### config.mk
export PLATFORM = sky130hd
export DESIGN_NAME = nco_dual_src
export DESIGN_NICKNAME = d
export VERILOG_FILES = /design/src/rtl/nco_pkg.sv /design/src/rtl/nco_dbg_shreg.sv /design/src/rtl/nco_tune_sel.sv /design/src/rtl/nco_phase_acc.sv /design/src/rtl/nco_dual_src.sv
export SDC_FILE = /design/constraint.sdc
export NUM_CORES = 1
export LEC_CHECK = 0
export BUFFER_PORTS_ARGS = -buffer_cell sky130_fd_sc_hd__clkbuf_2
export CORE_AREA = 10 10 122 124
export DETAILED_ROUTE_END_ITERATION = 7
export DIE_AREA = 0 0 132 134
export GPL_TIMING_DRIVEN = 0
export PLACE_DENSITY = 0.71
export SKIP_LAST_GASP = 1
export SYNTH_ARGS = -nofsm -noshare
export SYNTH_HDL_FRONTEND = slang
export SYNTH_SLANG_ARGS = --single-unit
export TNS_END_PERCENT = 20
### constraint.sdc
create_clock -name clk -period 2.81 [get_ports clk]
set_input_delay 0.4215 -clock clk [delete_from_list [all_inputs] [get_ports clk]]
set_output_delay 0.4215 -clock clk [all_outputs]
set_load 0.005 [all_outputs]
### src/rtl/nco_pkg.sv
package nco_pkg;
    localparam int unsigned PHASE_W = 32;
    localparam int unsigned IDX_W   = 12;

    typedef enum logic {
        SRC_BUS = 1'b0,
        SRC_DBG = 1'b1
    } tune_src_e;
endpackage

### src/rtl/nco_dbg_shreg.sv
module nco_dbg_shreg #(
    parameter int unsigned W = 32
) (
    input  logic         clk,
    input  logic         rst,
    input  logic         shift_en,
    input  logic         shift_bit,
    input  logic         load,
    output logic [W-1:0] shreg_q,
    output logic [W-1:0] word_q
);
    // serial path: MSB first, new bit enters at bit 0
    always_ff @(posedge clk) begin
        if (rst) begin
            shreg_q <= '0;
        end else if (shift_en) begin
            shreg_q <= {shreg_q[W-2:0], shift_bit};
        end
    end

    // held word: only the strobe updates it, using the pre-shift value
    always_ff @(posedge clk) begin
        if (rst) begin
            word_q <= '0;
        end else if (load) begin
            word_q <= shreg_q;
        end
    end

    // without a strobe the held word stays put
    p_dbg_hold_r4: assert property (@(posedge clk) disable iff (rst)
        !load |=> $stable(word_q));
endmodule

### src/rtl/nco_tune_sel.sv
module nco_tune_sel
    import nco_pkg::*;
#(
    parameter int unsigned W = 32
) (
    input  logic         clk,
    input  logic         rst,
    input  tune_src_e    src,
    input  logic [W-1:0] bus_word,
    input  logic [W-1:0] dbg_word,
    output logic [W-1:0] tw_q
);
    logic [W-1:0] tw_next;

    always_comb begin
        unique case (src)
            SRC_BUS: tw_next = bus_word;
            SRC_DBG: tw_next = dbg_word;
            default: tw_next = bus_word;
        endcase
    end

    always_ff @(posedge clk) begin
        if (rst) begin
            tw_q <= '0;
        end else begin
            tw_q <= tw_next;
        end
    end
endmodule

### src/rtl/nco_phase_acc.sv
module nco_phase_acc #(
    parameter int unsigned W     = 32,
    parameter int unsigned IDX_W = 12
) (
    input  logic             clk,
    input  logic             rst,
    input  logic [W-1:0]     tw,
    output logic [W-1:0]     acc_q,
    output logic [IDX_W-1:0] idx
);
    localparam int unsigned IDX_LSB = W - IDX_W;

    always_ff @(posedge clk) begin
        if (rst) begin
            acc_q <= '0;
        end else begin
            acc_q <= acc_q + tw;
        end
    end

    assign idx = acc_q[W-1:IDX_LSB];

    // step size matches the tuning word seen one clock earlier
    p_acc_step_r2: assert property (@(posedge clk) disable iff (rst)
        1'b1 |=> (acc_q - $past(acc_q)) == $past(tw));
endmodule

### src/rtl/nco_dual_src.sv
module nco_dual_src
    import nco_pkg::*;
(
    input  logic               clk,
    input  logic               rst,
    input  logic               src_sel,
    input  logic [PHASE_W-1:0] bus_word,
    input  logic               dbg_shift_en,
    input  logic               dbg_bit,
    input  logic               dbg_load,
    output logic [PHASE_W-1:0] phase_acc,
    output logic [IDX_W-1:0]   phase_idx
);
    logic [PHASE_W-1:0] shreg_w;
    logic [PHASE_W-1:0] dbg_word_w;
    logic [PHASE_W-1:0] tw_w;
    tune_src_e          src_w;

    assign src_w = tune_src_e'(src_sel);

    nco_dbg_shreg #(.W(PHASE_W)) u_dbg (
        .clk      (clk),
        .rst      (rst),
        .shift_en (dbg_shift_en),
        .shift_bit(dbg_bit),
        .load     (dbg_load),
        .shreg_q  (shreg_w),
        .word_q   (dbg_word_w)
    );

    nco_tune_sel #(.W(PHASE_W)) u_sel (
        .clk     (clk),
        .rst     (rst),
        .src     (src_w),
        .bus_word(bus_word),
        .dbg_word(dbg_word_w),
        .tw_q    (tw_w)
    );

    nco_phase_acc #(.W(PHASE_W), .IDX_W(IDX_W)) u_acc (
        .clk  (clk),
        .rst  (rst),
        .tw   (tw_w),
        .acc_q(phase_acc),
        .idx  (phase_idx)
    );

    // reset leaves phase and tuning word at zero
    p_reset_clear_r1: assert property (@(posedge clk)
        rst |=> (phase_acc == '0) && (tw_w == '0));

    // on the bus path the active word follows the bus input
    p_bus_path_r5: assert property (@(posedge clk) disable iff (rst)
        !src_sel |=> tw_w == $past(bus_word));

    // a strobe on the debug path reaches the active word two clocks later
    p_dbg_path_r5: assert property (@(posedge clk) disable iff (rst)
        (dbg_load ##1 src_sel) |=> tw_w == $past(shreg_w, 2));

    // index tracks the top phase bits
    p_idx_top_r7: assert property (@(posedge clk) disable iff (rst)
        1'b1 |=> phase_idx == $past(phase_acc + tw_w, 1) >> (PHASE_W - IDX_W));
endmodule

Yosys cells after proc, flatten, opt, wreduce, memory -nomap -nowiden:

Index checks and enable logic that the tools add are counted.

* bits in read-only memories: 0
* bits of input ports: 38
* memories kept: 0
* output and inout bits: 44
* memory bits (writable): 0
* register bits: 128
* bits in latches: 0
* word-level logic and storage cells: 7

* $lt $le $gt $ge: 0
* bitwise logic cells: 1
* equal/unequal tests: 0
* reductions and logical operators: 0
* multiply operators: 0
* mux-type cells: 1
* div/mod/pow operators: 0
* shift operators: 0
* add/subtract/negate cells: 1

Operators by type and width (number)
* $pmux 32 s2: 1
* $add 32x32->32: 1
* $not 1->1: 1

Depth between registers and ports, before layout:

* word-level depth: 2
* mapped depth: 8
* gate-level depth less buffers: 8

Cells and area by module:

A second synthesis with hierarchy kept.

* cells, all modules: 667
* area total of the unflattened synthesis: 6353.6 um2

Modules (own cells, without submodules)
* nco_phase_acc: cells an instance 357, times used 1, seq. area each 640.6 um2, area each 2850.2 um2
* nco_dbg_shreg: cells an instance 207, times used 1, seq. area each 1281.2 um2, area each 2339.7 um2
* nco_tune_sel: cells an instance 103, times used 1, seq. area each 640.6 um2, area each 1163.6 um2

Worst setup path after synthesis:

Ideal clock, no wire load.

* kind: register -> register
* start: register u_acc.acc_q[0]
* end: register u_acc.acc_q[24]
* stages on the path, launching flop included: 9
* path buffers: 0
* setup time: 121 ps
* required time: 2689 ps
* period minus slack after synthesis: 2337 ps
* data arrival time: 2216 ps
* setup slack: 473 ps
* path through: dfxtp_1 > ha_1 > fa_1 > a21o_1 > a221o_2 > a32oi_2 > and2_1 > o21ai_2 > mux2_4

* longest elaborated chain between the ends: 1

Ends and longest elaborated chain
* from (decl): RTL line nco_phase_acc.sv:8 `output logic [W-1:0] acc_q,`
* from (signal assigned): RTL line nco_phase_acc.sv:17 `acc_q <= acc_q + tw;`
* $add 32x32->32: RTL line nco_phase_acc.sv:17

No other way between the ends.
A chain may end at the register's enable or synchronous reset.

Final worst setup path:

* start: register u_acc.acc_q[0]
* end: register u_acc.acc_q[30]

The elaborated chain is that of the path after synthesis.

==> reports/metrics.csv <==
stage,metric,value,unit
synthesis,synth_top_area_share,0.423,
cts,cts_setup_buffers,0,
synthesis,seq_area_frac_synth,0.423,
cts,clk_pin_slew_worst_paths,0.05,ns
setup_path,worstPathMaxFanout,5,
final_layout,postLayoutCellArea,7220,um2
route,finalWirelength,14800,um
status,run_status,finished clean,
power,p_total,4.55,mW
cts,cts_resized,0,
setup_path,r2r_slack,0.21,ns
worst_hold_path,worstHoldStart,bus_word[3],
global_route,grt_pass1_wl,24400,um
setup_path,required,3.14,ns
power,p_leak,3.35,nW
cts,numCtsBuffers,17,
route,routedWlPerCell,15.7,um
setup_path,ff2ff_path_depth,8,
route,drc,0,
cts,clk_latency,0.41,ns
synthesis,synth_edf_count,0,
global_route,grt_overflow,0,
setup_path,worst_setup_path_start_kind,flop,
cts,cts_sinks,128,
route,antenna_left,0,
setup_path,r2r_end,u_acc.acc_q[30],
route,wl_met1,6530,um
floorplan,start_util,0.486,
place,postPlaceCellArea,6670,um2
power,peakVddDrop,0.398,mV
final_layout,nFillCells,1089,
synthesis,ys.flop_type,dfxtp_1,
synthesis,syn_inst,661,
final_layout,layout-drive-gt1-share,0.179,
sta,tns,0,ns
setup_path,r2r-start,u_acc.acc_q[0],
cts,cts-root-buf,clkbuf_16,
floorplan,die_x,132,um
sta,finalSetupViolations,0,
sta,skew,0.00756,ns
place,dpl.hpwl,11600,um
sta,max_freq,0.384,GHz
route,first_pass_iters,5,
sta,slew-limit-headroom,0.489,
final_layout,syn2layout_area_growth,19.0,%
synthesis,synth_nets,731,
place,place_congestion,0.907,
final_layout,num_antenna_cells,0,
cts,postCtsHoldBufs,0,
global_route,grt_start_max_net_pins,17,
synthesis,synth_common_cells,"nor2_1 (135), dfxtp_1 (128), mux2i_1 (98)",
route,drt_iter0_markers,345,
worst_hold_path,worstHoldPathCells,3,
sta,grt_setup_unrepaired,no,
route,top_layer_used,met4,
sta,tightest_slew,0.767,ns
setup_path,crit_path_end_kind,flop,
power,powerDensity,630,nW/um2
synthesis,yosysWarnings,0,
synthesis,synthTopCellsByArea,"dfxtp_1 (42%), mux2i_1 (16%), nor2_1 (8.4%)",
route,vias,5038,
sta,hold_viol,0,
synthesis,synth_area_per_cell,9.17,um2
synthesis,yosysTopAreaCell,dfxtp_1,
place,numPortBuffers,78,
sta,period_share,0.927,
floorplan,dieArea,17700,um2
global_route,grt.total_usage,0.167,
final_layout,fin_nets,828,
cts,clock_path_buffers,2,
worst_hold_path,hold_path_class,input pin to flop,
final_layout,seq_area,2560,um2
synthesis,ys_ff_latch,128,
synthesis,async_flop_share,0,
global_route,antenna_found_initial,0,
setup_path,arrival,2.94,ns
floorplan,coreArea,12500,um2
route,wl_met3,631,um
route,drt-vias-per-instance,5.35,
floorplan,ios,82,
cts,htree_num_levels,4,
sta,maxSlewViolCount,0,
synthesis,yosysMostFrequentCell,nor2_1,
setup_path,worstSetupPathType,flop to flop,
floorplan,die_h,134,um
route,met2_length,7290,um
synthesis,syn_area,6060,um2
floorplan,placementRows,41,
synthesis,yosysUniqueCellTypes,52,
sta,min_period,2.60,ns
run,maxCapViolCount,0,
final_layout,multi_input_area,3240,um2
worst_hold_path,holdPathEnd,u_sel.tw_q[3],
global_route,grt_pass1_vias,5056,
cts,cts_tree,yes,
==> cell type report <==
class	count	area share
Buffer	48	0.0326
Clock buffer	27	0.0725
Clock inverter	4	0.00347
Inverter	7	0.00364
Multi-Input combinational cell	478	0.449
Sequential cell	128	0.355
Tap cell	172	0.0298
Timing Repair Buffer	78	0.0541
==> per-stage QoR <==
step | hold slack (ns) | util | setup slack (ns) | cells
2_1_floorplan | 0.460 | - | 0.473 | 661
3_3_place_gp | 0.474 | 0.535 | 0.253 | 911
3_5_place_dp | 0.485 | 0.535 | 0.247 | 911
4_1_cts | 0.248 | 0.579 | 0.236 | 942
5_1_grt | 0.270 | 0.579 | 0.114 | 942
6_report | 0.257 | 0.579 | 0.206 | 942
==> registers in the layout, summed over array words and instances, names as in the netlist <==
name           flops
u_acc.acc_q       32
u_sel.tw_q        32
u_dbg.shreg_q     32
u_dbg.word_q      32
==> worst max path at each step <==
stage | start | end
after floorplan | u_acc.acc_q[0] | u_acc.acc_q[24]
after global placement | u_acc.acc_q[0] | u_acc.acc_q[24]
after detailed placement | u_acc.acc_q[0] | u_acc.acc_q[24]
after CTS | u_acc.acc_q[0] | u_acc.acc_q[24]
after global routing | u_acc.acc_q[0] | u_acc.acc_q[30]
final | u_acc.acc_q[0] | u_acc.acc_q[30]
==> cell usage in the layout, fill, tap and decap left out, types with 2 or more instances in the layout <==
cell	n
nand2_1	26
nor3_1	17
xor2_1	6
buf_2	2
o21bai_1	3
nand3_1	9
clkbuf_1	24
o2111ai_1	2
or3_1	6
and3_1	2
clkbuf_16	17
xnor2_1	10
o21ai_0	19
or2_2	3
o31ai_1	2
o21a_1	10
a31oi_1	3
nand2b_1	4
nor2b_1	6
clkinvlp_4	2
ha_1	31
buf_4	13
mux2i_1	98
a21o_1	8
mux2_2	3
o211ai_1	9
inv_1	7
buf_1	10
dfxtp_1	128
nand4_1	5
nor2_1	135
clkinv_2	2
a21boi_0	2
clkbuf_8	6
clkbuf_2	81
a21oi_1	36
a211o_1	2
a211oi_1	3
==> logic make-up (layout without fill, tap and decap cells) <==
family / count (synthesis) / after routing / synth area share
fa+ha+maj: 32 / 32 / 0.0673
compound gates: 112 / 112 / 0.122
mux: 102 / 102 / 0.170
flops: 128 / 128 / 0.423
buf+inv: 55 / 164 / 0.0431
simple gates: 216 / 216 / 0.152
xor+xnor: 16 / 16 / 0.0231
==> power by group <==
part	total, mW	switching [mW]	internal (mW)	leakage, nW
sequential	1.94	0.0524	1.89	1.04
combinational	0.603	0.333	0.271	2.04
clock	2.01	0.746	1.26	0.265
==> critical path, stage by stage, from the launching register on <==
cell     delay [ns]
dfxtp_1        0.32
ha_1           0.24
fa_1           0.41
a21o_1         0.22
a221o_2        0.42
a22oi_2        0.35
o21ai_0        0.19
a21oi_1        0.19
mux2i_1        0.19
==> per-layer routing <==
metal	up-vias	track usage
met5	-	0
met4	0	0.0717
met3	30	0.0362
met2	139	0.292
met1	2368	0.193
li1	2501	-
No activity file was read; power rests on OpenSTA's default activity.
